<file path="src/rtl/pcu_pkg.sv">
package pcu_pkg;
  localparam int unsigned DATA_W  = 32;
  localparam int unsigned ADDR_W  = 4;
  localparam int unsigned PRIV_W  = 2;
  localparam int unsigned NUM_EVT = 6;
  localparam int unsigned CYC_W   = 64;
  localparam int unsigned PRE_W   = 6;

  localparam logic [7:0] IMPL_CODE = 8'h41;
  localparam logic [7:0] PART_CODE = 8'h03;

  localparam logic [ADDR_W-1:0] A_CTRL   = 4'd0;
  localparam logic [ADDR_W-1:0] A_CYC_LO = 4'd1;
  localparam logic [ADDR_W-1:0] A_CYC_HI = 4'd2;
  localparam logic [ADDR_W-1:0] A_OVF    = 4'd3;
  localparam logic [ADDR_W-1:0] A_EVT0   = 4'd4;

  localparam int unsigned B_E  = 0;
  localparam int unsigned B_P  = 1;
  localparam int unsigned B_C  = 2;
  localparam int unsigned B_D  = 3;
  localparam int unsigned B_X  = 4;
  localparam int unsigned B_DP = 5;
  localparam int unsigned B_LC = 6;

  localparam int unsigned CYC_OVF_BIT = 31;

  typedef struct packed {
    logic lc;
    logic dp;
    logic x;
    logic d;
    logic e;
  } ctrl_t;
endpackage

</file>
<file path="src/rtl/pcu_prescale.sv">
module pcu_prescale #(
  parameter int unsigned W = 6
) (
  input  logic clk,
  input  logic rst_n,
  input  logic clr,
  input  logic run,
  output logic tick
);
  logic [W-1:0] cnt_q, cnt_d;
  logic         cnt_en;

  assign cnt_en = clr | run;

  always_comb begin
    cnt_d = cnt_q;
    if (clr)      cnt_d = '0;
    else if (run) cnt_d = cnt_q + W'(1);
  end

  always_ff @(posedge clk or negedge rst_n) begin
    if (!rst_n)      cnt_q <= '0;
    else if (cnt_en) cnt_q <= cnt_d;
  end

  assign tick = run & ~clr & (&cnt_q);
endmodule

</file>
<file path="src/rtl/pcu_cycle_ctr.sv">
module pcu_cycle_ctr #(
  parameter int unsigned W = 64
) (
  input  logic             clk,
  input  logic             rst_n,
  input  logic             clr,
  input  logic             inc,
  input  logic             wr_lo,
  input  logic             wr_hi,
  input  logic [W/2-1:0]   wdata,
  input  logic             long_mode,
  output logic [W-1:0]     cnt,
  output logic             ovf
);
  localparam int unsigned H = W / 2;

  logic [W-1:0] cnt_q, cnt_d, inc_val;
  logic         cnt_en, wrap_lo, wrap_hi;

  assign inc_val = cnt_q + W'(1);
  assign cnt_en  = clr | inc | wr_lo | wr_hi;

  always_comb begin
    cnt_d = cnt_q;
    if (clr) begin
      cnt_d = '0;
    end else begin
      if (inc)   cnt_d = inc_val;
      if (wr_lo) cnt_d[H-1:0] = wdata;
      if (wr_hi) cnt_d[W-1:H] = wdata;
    end
  end

  always_ff @(posedge clk or negedge rst_n) begin
    if (!rst_n)      cnt_q <= '0;
    else if (cnt_en) cnt_q <= cnt_d;
  end

  assign wrap_lo = cnt_q[H-1] & ~inc_val[H-1];
  assign wrap_hi = cnt_q[W-1] & ~inc_val[W-1];
  assign ovf     = inc & ~clr & ~wr_lo & ~wr_hi & (long_mode ? wrap_hi : wrap_lo);
  assign cnt     = cnt_q;
endmodule

</file>
<file path="src/rtl/pcu_event_ctr.sv">
module pcu_event_ctr #(
  parameter int unsigned W = 32
) (
  input  logic         clk,
  input  logic         rst_n,
  input  logic         clr,
  input  logic         inc,
  input  logic         wr,
  input  logic [W-1:0] wdata,
  output logic [W-1:0] cnt,
  output logic         ovf
);
  logic [W-1:0] cnt_q, cnt_d;
  logic         cnt_en;

  assign cnt_en = clr | inc | wr;

  always_comb begin
    cnt_d = cnt_q;
    if (clr)      cnt_d = '0;
    else if (wr)  cnt_d = wdata;
    else if (inc) cnt_d = cnt_q + W'(1);
  end

  always_ff @(posedge clk or negedge rst_n) begin
    if (!rst_n)      cnt_q <= '0;
    else if (cnt_en) cnt_q <= cnt_d;
  end

  assign ovf = inc & ~clr & ~wr & (&cnt_q);
  assign cnt = cnt_q;
endmodule

</file>
<file path="src/rtl/pcu_access_gate.sv">
module pcu_access_gate #(
  parameter int unsigned PRIV_W = 2
) (
  input  logic [PRIV_W-1:0] priv_lvl,
  input  logic              user_en,
  input  logic              rd_req,
  input  logic              wr_req,
  output logic              rd_ok,
  output logic              wr_ok,
  output logic              deny
);
  logic permit;

  assign permit = (priv_lvl != '0) | user_en;
  assign rd_ok  = rd_req & permit;
  assign wr_ok  = wr_req & permit;
  assign deny   = (rd_req | wr_req) & ~permit;
endmodule

</file>
<file path="src/rtl/perf_ctl_unit.sv">
module perf_ctl_unit
  import pcu_pkg::*;
#(
  parameter int unsigned NUM_EVT = pcu_pkg::NUM_EVT,
  parameter int unsigned CYC_W   = pcu_pkg::CYC_W,
  parameter int unsigned PRE_W   = pcu_pkg::PRE_W
) (
  input  logic              clk,
  input  logic              rst_n,
  input  logic [PRIV_W-1:0] priv_lvl,
  input  logic              user_en,
  input  logic              reg_rd,
  input  logic              reg_wr,
  input  logic [ADDR_W-1:0] reg_addr,
  input  logic [DATA_W-1:0] reg_wdata,
  output logic [DATA_W-1:0] reg_rdata,
  input  logic [NUM_EVT-1:0] evt_strobe,
  output logic              access_fault
);
  localparam int unsigned H = CYC_W / 2;

  logic rd_ok, wr_ok, deny;
  logic wr_ctrl, wr_ovf, wr_cyc_lo, wr_cyc_hi;
  logic evt_clr, cyc_clr;
  logic ctrl_e, div_en, div_tick, cyc_inc, cyc_ovf_set;
  logic fault_q;
  ctrl_t ctrl_q, ctrl_d;
  logic [CYC_W-1:0]   cyc_cnt;
  logic [DATA_W-1:0]  evt_cnt [NUM_EVT];
  logic [NUM_EVT-1:0] evt_ovf_set, evt_wr;
  logic [NUM_EVT-1:0] evt_ovf_q, evt_ovf_d;
  logic               cyc_ovf_q, cyc_ovf_d, ovf_en;
  logic [DATA_W-1:0]  ovf_vec, ctrl_word, rd_mux;

  pcu_access_gate #(.PRIV_W(PRIV_W)) u_gate (
    .priv_lvl (priv_lvl),
    .user_en  (user_en),
    .rd_req   (reg_rd),
    .wr_req   (reg_wr),
    .rd_ok    (rd_ok),
    .wr_ok    (wr_ok),
    .deny     (deny)
  );

  assign wr_ctrl   = wr_ok & (reg_addr == A_CTRL);
  assign wr_ovf    = wr_ok & (reg_addr == A_OVF);
  assign wr_cyc_lo = wr_ok & (reg_addr == A_CYC_LO);
  assign wr_cyc_hi = wr_ok & (reg_addr == A_CYC_HI);
  assign evt_clr   = wr_ctrl & reg_wdata[B_P];
  assign cyc_clr   = wr_ctrl & reg_wdata[B_C];

  // control register: next state and storage
  always_comb begin
    ctrl_d = ctrl_q;
    if (wr_ctrl) begin
      ctrl_d.e  = reg_wdata[B_E];
      ctrl_d.d  = reg_wdata[B_D];
      ctrl_d.x  = reg_wdata[B_X];
      ctrl_d.dp = reg_wdata[B_DP];
      ctrl_d.lc = reg_wdata[B_LC];
    end
  end

  always_ff @(posedge clk or negedge rst_n) begin
    if (!rst_n)       ctrl_q <= '0;
    else if (wr_ctrl) ctrl_q <= ctrl_d;
  end

  assign ctrl_e = ctrl_q.e;
  assign div_en = ctrl_q.d;

  pcu_prescale #(.W(PRE_W)) u_pre (
    .clk   (clk),
    .rst_n (rst_n),
    .clr   (cyc_clr),
    .run   (ctrl_e & div_en),
    .tick  (div_tick)
  );

  assign cyc_inc = ctrl_e & (div_en ? div_tick : 1'b1);

  pcu_cycle_ctr #(.W(CYC_W)) u_cyc (
    .clk       (clk),
    .rst_n     (rst_n),
    .clr       (cyc_clr),
    .inc       (cyc_inc),
    .wr_lo     (wr_cyc_lo),
    .wr_hi     (wr_cyc_hi),
    .wdata     (reg_wdata[H-1:0]),
    .long_mode (ctrl_q.lc),
    .cnt       (cyc_cnt),
    .ovf       (cyc_ovf_set)
  );

  for (genvar i = 0; i < NUM_EVT; i++) begin : g_evt
    assign evt_wr[i] = wr_ok & (reg_addr == ADDR_W'(A_EVT0 + i));
    pcu_event_ctr #(.W(DATA_W)) u_evt (
      .clk   (clk),
      .rst_n (rst_n),
      .clr   (evt_clr),
      .inc   (ctrl_e & evt_strobe[i]),
      .wr    (evt_wr[i]),
      .wdata (reg_wdata),
      .cnt   (evt_cnt[i]),
      .ovf   (evt_ovf_set[i])
    );
  end

  // overflow status: write-1-to-clear, set takes priority
  always_comb begin
    evt_ovf_d = evt_ovf_q;
    cyc_ovf_d = cyc_ovf_q;
    if (wr_ovf) begin
      evt_ovf_d = evt_ovf_d & ~reg_wdata[NUM_EVT-1:0];
      cyc_ovf_d = cyc_ovf_d & ~reg_wdata[CYC_OVF_BIT];
    end
    evt_ovf_d = evt_ovf_d | evt_ovf_set;
    cyc_ovf_d = cyc_ovf_d | cyc_ovf_set;
  end

  assign ovf_en = wr_ovf | (|evt_ovf_set) | cyc_ovf_set;

  always_ff @(posedge clk or negedge rst_n) begin
    if (!rst_n) begin
      evt_ovf_q <= '0;
      cyc_ovf_q <= 1'b0;
    end else if (ovf_en) begin
      evt_ovf_q <= evt_ovf_d;
      cyc_ovf_q <= cyc_ovf_d;
    end
  end

  always_comb begin
    ovf_vec = '0;
    ovf_vec[NUM_EVT-1:0] = evt_ovf_q;
    ovf_vec[CYC_OVF_BIT] = cyc_ovf_q;
  end

  always_ff @(posedge clk or negedge rst_n) begin
    if (!rst_n) fault_q <= 1'b0;
    else        fault_q <= deny;
  end

  assign access_fault = fault_q;

  assign ctrl_word = {IMPL_CODE, PART_CODE, 5'(NUM_EVT), 4'b0000,
                      ctrl_q.lc, ctrl_q.dp, ctrl_q.x, ctrl_q.d, 2'b00, ctrl_q.e};

  always_comb begin
    rd_mux = '0;
    case (reg_addr)
      A_CTRL:   rd_mux = ctrl_word;
      A_CYC_LO: rd_mux = cyc_cnt[H-1:0];
      A_CYC_HI: rd_mux = cyc_cnt[CYC_W-1:H];
      A_OVF:    rd_mux = ovf_vec;
      default:  rd_mux = '0;
    endcase
    for (int i = 0; i < NUM_EVT; i++) begin
      if (reg_addr == ADDR_W'(A_EVT0 + i)) rd_mux = evt_cnt[i];
    end
  end

  assign reg_rdata = rd_ok ? rd_mux : '0;
endmodule

</file>
<file path="config.mk">
export PLATFORM = sky130hd
export DESIGN_NAME = perf_ctl_unit
export DESIGN_NICKNAME = d
export VERILOG_FILES = /design/src/rtl/pcu_pkg.sv /design/src/rtl/pcu_prescale.sv /design/src/rtl/pcu_cycle_ctr.sv /design/src/rtl/pcu_event_ctr.sv /design/src/rtl/pcu_access_gate.sv /design/src/rtl/perf_ctl_unit.sv
export SDC_FILE = /design/constraint.sdc
export NUM_CORES = 1
export LEC_CHECK = 0
export BUFFER_PORTS_ARGS = -buffer_cell sky130_fd_sc_hd__buf_4
export CORE_ASPECT_RATIO = 1.2
export CORE_MARGIN = 3
export CORE_UTILIZATION = 38
export CTS_CLUSTER_DIAMETER = 60
export CTS_CLUSTER_SIZE = 24
export DETAILED_ROUTE_END_ITERATION = 6
export PLACE_DENSITY = 0.61
export SETUP_SLACK_MARGIN = 0.05
export SLEW_MARGIN = 15
export SYNTH_ARGS = -nofsm -noshare
export SYNTH_HDL_FRONTEND = slang
export SYNTH_SLANG_ARGS = --single-unit
export TNS_END_PERCENT = 100
</file>
<file path="constraint.sdc">
create_clock -name clk -period 2.4 [get_ports clk]
set_clock_uncertainty 0.15 [all_clocks]
set_input_delay 0.24 -clock clk [delete_from_list [all_inputs] [get_ports clk]]
set_output_delay 0.24 -clock clk [all_outputs]
set_load 0.1 [all_outputs]
</file>
==> Yosys cells after proc, flatten, opt, wreduce, memory -nomap -nowiden <==
Index checks and enable logic that the tools add are counted.
{ "word_totals": {"register_bits": 275, "in_bits": 49} }
{ "op_classes": {"eq_ne": 9, "add_sub_neg": 8, "reduce_logical": 28, "bitwise_logic": 88, "muxes": 36} }
{ "ops": {"columns": ["op", "n"], "rows": [
  ["$mux W32", 27],
  ["$add A32 B1 Y32 const B", 6],
  ["$reduce_and A32 Y1", 6],
  ["$mux W64", 2],
  ["$pmux W32 S4", 1],
  ["$add A64 B1 Y64 const B", 1],
  ["$and A1 B1 Y1", 50],
  ["$reduce_bool A3 Y1", 8],
  ["$or A1 B1 Y1", 21],
  ["$mux W6", 3],
  ["$reduce_and A2 Y1", 9],
  ["$eq A4 B3 Y1 const B", 4],
  ["$not A1 Y1", 14],
  ["$eq A4 B2 Y1 const B", 2],
  ["$eq A4 B4 Y1 const B", 2],
  ["$add A6 B1 Y6 const B", 1],
  ["$and A6 B6 Y6", 1],
  ["$not A6 Y6", 1],
  ["$or A6 B6 Y6", 1],
  ["$reduce_and A6 Y1", 1],
  ["$reduce_or A6 Y1", 1],
  ["$eq A4 B1 Y1 const B", 1],
  ["$logic_not A4 Y1", 1],
  ["$reduce_bool A2 Y1", 2],
  ["$mux W1", 3]
]} }

==> Longest topological paths before layout <==
{ "depth": {"word_depth": 15, "mapped_depth": 10} }

==> Hierarchy <==
Synthesis repeated with hierarchy kept, for this count alone.
{ "hier_totals": {"cells_unflattened": 2504, "hier_area_um2": 20835.0} }
{ "modules_own_cells": {"columns": ["module", "seq_area_each_um2", "area_per_inst_um2", "instances", "cells_per_inst"], "rows": [
  ["pcu_event_ctr (g_evt[1].u_evt ...)", 800.8, 2162.1, 5, 251],
  ["pcu_cycle_ctr", 1601.5, 4415.5, 1, 534],
  ["perf_ctl_unit", 325.3, 3120.5, 1, 437],
  ["pcu_event_ctr (g_evt[0].u_evt)", 800.8, 2175.8, 1, 246],
  ["pcu_prescale", 150.1, 282.8, 1, 28],
  ["pcu_access_gate", 0.0, 30.0, 1, 4]
]} }

==> Least setup slack after synthesis <==
OpenSTA, ideal clock, no wires.
{ "synth_path": {"path_type": "input to output", "from": "in reg_addr[0]", "to": "out reg_rdata[19]", "t_arrival_ns": 3.710, "cell_stages": 8, "required_time_ns": 2.010, "n_path_buf": 4, "setup_slack_ns": -1.700, "cell_sequence": "buf_4 > buf_6 > and4bb_2 > clkbuf_1 > buf_2 > a21oi_1 > o2bb2ai_1 > a211oi_1"} }
{ "synth_via": {"elab_chain_len": 9, "elab_cells_between_ends": 18, "cone_classes": "eq/ne: 9; mux: 8; reduce/logical: 1"} }
{ "synth_rtl": {"columns": ["element", "line", "text"], "rows": [
  ["start: declaration", "perf_ctl_unit.sv:14", "input logic [ADDR_W-1:0] reg_addr,"],
  ["$eq A4 B2 Y1, or another cell as far along", "perf_ctl_unit.sv:151", "case (reg_addr)"],
  ["$pmux W32 S4", "perf_ctl_unit.sv:151", null],
  ["$mux W32 (5 in series)", "perf_ctl_unit.sv:159", "if (reg_addr == ADDR_W'(A_EVT0 + i)) rd_mux = evt_cnt[i];"],
  ["$mux W32 *", "perf_ctl_unit.sv:159", null],
  ["$mux W32 *", "perf_ctl_unit.sv:163", "assign reg_rdata = rd_ok ? rd_mux : '0;"],
  ["end: declaration", "perf_ctl_unit.sv:16", "output logic [DATA_W-1:0] reg_rdata,"]
]} }
Mark *: on every way between the ends. The rest lies on a longest branch, timed or not.

==> Worst setup path after layout <==
{ "layout_path": {"from": "reg u_cyc.cnt_q[6] (netlist: u_cyc.cnt[6])", "to": "out reg_rdata[6]"} }
{ "layout_via": {"elab_chain_len": 8} }
{ "layout_rtl": {"columns": ["element", "line", "text"], "rows": [
  ["start: declaration", "pcu_cycle_ctr.sv:17", "logic [W-1:0] cnt_q, cnt_d, inc_val;"],
  ["start signal: assignment", "pcu_cycle_ctr.sv:36", "else if (cnt_en) cnt_q <= cnt_d;"],
  ["$pmux W32 S4", "perf_ctl_unit.sv:151", null],
  ["$mux W32 (6 in series)", "perf_ctl_unit.sv:159", null],
  ["$mux W32", "perf_ctl_unit.sv:163", null]
]} }
Every way passes these cells.

==> metrics.yaml <==
hold_ws_ns: 0.06293
critPathCaptureType: "output port"
tritoncts: "built"
viasPerCell: 6.438
synthTopCellsByCount: "nand2_1 (290), dfrtp_1 (275), o21ai_0 (240)"
final-setup-viol-count: 33
synth.distinct_cells: 90
cap_violations: 0
syn-cell-area_um2: 19010
synth_top_area_share_pct: 36.20
synthAdderAreaFrac_pct: 0.6582
async_reset_ff_share_pct: 100.0
powerDensity_nw_per_um2: 665.5
slew-limit-headroom_pct: 56.67
switching_share_pct: 39.21
ys.flop_type: "dfrtp_1"
core_um2: 49330
post-synth-top-area-cell: "dfrtp_1"
cts.sink_count: 275
synthToLayoutAreaGrowth_pct: 42.95
core.rowCount: 89
postRouteAntennaNets: 0
status: "finished, violations left"
gp_congestion: 1.038
die_h_um: 251.0
synth_compound_area_share_pct: 26.72
hold_path.class: "input port to register"
fin_nets: 2857
max_freq_mhz: 356.8
fin_cells: 3457
grt_usage_pct: 34.87
crit_required_ns: 2.01
p_int_mw: 10.99
final_layout_size_suffix_gt1_share_pct: 31.82
syn_nets: 2469
synth_warnings: 0
clk_latency_ns: 0.60
crit_path_start_kind: "register"
p_leak_nw: 10.29
syn_inst: 2410
start_util_pct: 38.53
vias: 22260
synth_edf_count: 0
ios: 82
p_comb_share_pct: 35.0
ys_seq_elements: 275
grt-ovfl-total: 0
tns_ns: -6.977
path_clk_slew_ns: 0.07
rsz0062_at_grt: "yes"
ys_top_cells_by_area: "dfrtp_1 (36%), o21ai_0 (6.3%), nand2_1 (5.7%)"
synth_top_family_by_area: "compound AO/OA/AOI/OAI gates"
preCtsSetupSlack_ns: -0.4692
wirelength_mm: 95.28
synth_mux_area_share_pct: 1.593
p_total_mw: 18.09
max_slew.worst_pin.slew_ns: 0.6450
grt_max_degree: 72
path_class: "register to output port"
grt_pass1_vias: 21110
synth-simple-area-share_pct: 26.06
portBuffers: 81
cts_buffers: 29
power_switching_mw: 7.092
place_hpwl_mm: 68.35
violations: "setup timing"
fin_crit_sh_pct: 116.8
post_synth_xor_area_fraction_pct: 3.916
die_area_um2: 52760
synth_seq_area_share_pct: 36.20
hold_viol: 0
wl_per_cell_um: 27.56
cp_data_arrival_time_ns: 2.41
clk_path_buf_depth: 3
syn_area_per_cell_um2: 7.888
root_buffer: "clkbuf_16"
synth_most_common_cell: "nand2_1"
dr.first_iter.drc_count: 2912
drv_slew: 0
seq_power_share_pct: 38.4
power_frac_clock_pct: 26.6
cp_max_fo: 2
htree_levels: 1
drc_errors: 0
dr.pass1.iters: 6
setup_ws_ns: -0.4031
place_inst: 3309
grt_antenna_before_repair: 5
die_width_um: 210.2
period_minus_slack_ns: 2.803
vdd_drop_max_mv: 0.4937
grt_first_pass_wirelength_mm: 138.9
-- routing by layer --
metal | wire length, µm | global-route usage (%) | up-vias
li1 | - | - | 9815
met1 | 37450 | 46.98 | 10860
met2 | 40530 | 51.44 | 1304
met4 | 7310 | 21.68 | 2
met5 | 13 | 0 | -
met3 | 9983 | 6.977 | 278
-- power groups by stage --
stage	Combinational, mW	Sequential (mW)	Clock, mW
finish	6.33	6.94	4.82
global route	6.71	7.02	5.02
CTS	5.91	6.85	4.85
detailed placement	5.03	6.93	0
global placement	4.93	6.92	0
floorplan	2.81	6.45	0
-- cells by family after synthesis --
group / after synthesis
and+or+nand+nor: 982
DFF: 275
AOI/OAI and AO/OA: 804
buffers and inverters: 230
muxes: 24
xor gates and xnor gates: 85
adders and majority gates: 10
-- final timing paths --
kind / from / end / slack (ns) / depth (start not counted)
max in group asynchronous: rst_n / g_evt[0].u_evt.cnt[14] / 1.51 / 3
hold / removal: evt_strobe[3] / g_evt[3].u_evt.cnt[15] / 0.06 / 5
min in group asynchronous: rst_n / g_evt[5].u_evt.cnt[26] / 0.10 / 3
hold reg to reg: ctrl_q[3] / ctrl_q[3] / 0.34 / 2
setup / recovery: u_cyc.cnt[6] / reg_rdata[6] / -0.40 / 7
setup reg to reg: u_cyc.cnt[6] / u_cyc.cnt[10] / -0.04 / 14
-- cell usage in the layout (no fill, tap or decap), drive strengths merged, types with 9 or more instances in the layout --
cell type	netlist	layout
ha	10	10
a32o	25	25
or3	11	11
and3	31	31
o31ai	22	22
nor3	96	96
nand2	290	290
a221oi	16	16
o21a	13	13
dfrtp	275	275
nor3b	10	10
a211oi	50	50
mux2i	10	10
a22o	10	10
or4	9	9
o22ai	45	45
buf	44	510
nand3	158	158
xor2	41	41
o211ai	61	61
inv	40	47
nand4	71	71
a22oi	27	27
a21oi	203	203
o311ai	21	21
nor2	168	168
or2	19	19
clkbuf	145	34
mux2	10	10
dlygate4sd3	0	36
o21ai	246	246
and2	15	15
o2bb2ai	11	11
xnor2	44	44
nor4	42	42
and4	19	19
-- layout make-up --
class,instances,area [µm²]
multi-input cells,1905,13100
flip-flops and latches,275,6939
clock inverters,18,211.5
well taps,637,797.0
diodes,1,2.502
clock buffers,34,754.5
fillers,4412,22160
inverters,41,155.1
repair buffers,546,5218
-- state kept, by name (all words and copies together), names as in the netlist --
name and cells:
cyc_ovf_q 1, ctrl_e 1, ctrl_q 3, div_en 1
evt_ovf_q 6, g_evt.u_evt.cnt 192, u_pre.cnt_q 6, access_fault 1
u_cyc.cnt 64
-- what timing repair did --
item / in CTS / in global routing
resized for setup: 331 / 130
hold endpoints to repair: 455 / 0
hold buffers: 37 / 0
gates cloned: 1 / 0
pin swaps: 89 / 72
setup buffers: 51 / 21
setup endpoints to repair: 60 / 113
-- critical path, stage by stage (launching register included) --
cell	delay, ns
dfrtp_2	0.45
mux2_4	0.29
a221o_1	0.31
a21oi_2	0.20
nor4_4	0.07
a211oi_4	0.25
a211oi_4	0.07
buf_12	0.18
-- stage by stage --
step / utilization [%] / cell area [µm²]
floorplan: - / 19750
global placement: 47.56 / 23460
detailed placement: 47.56 / 23460
CTS: 53.62 / 26450
global route: 55.08 / 27170
finish: 55.08 / 27170
Power figures use the tool's default switching activity.
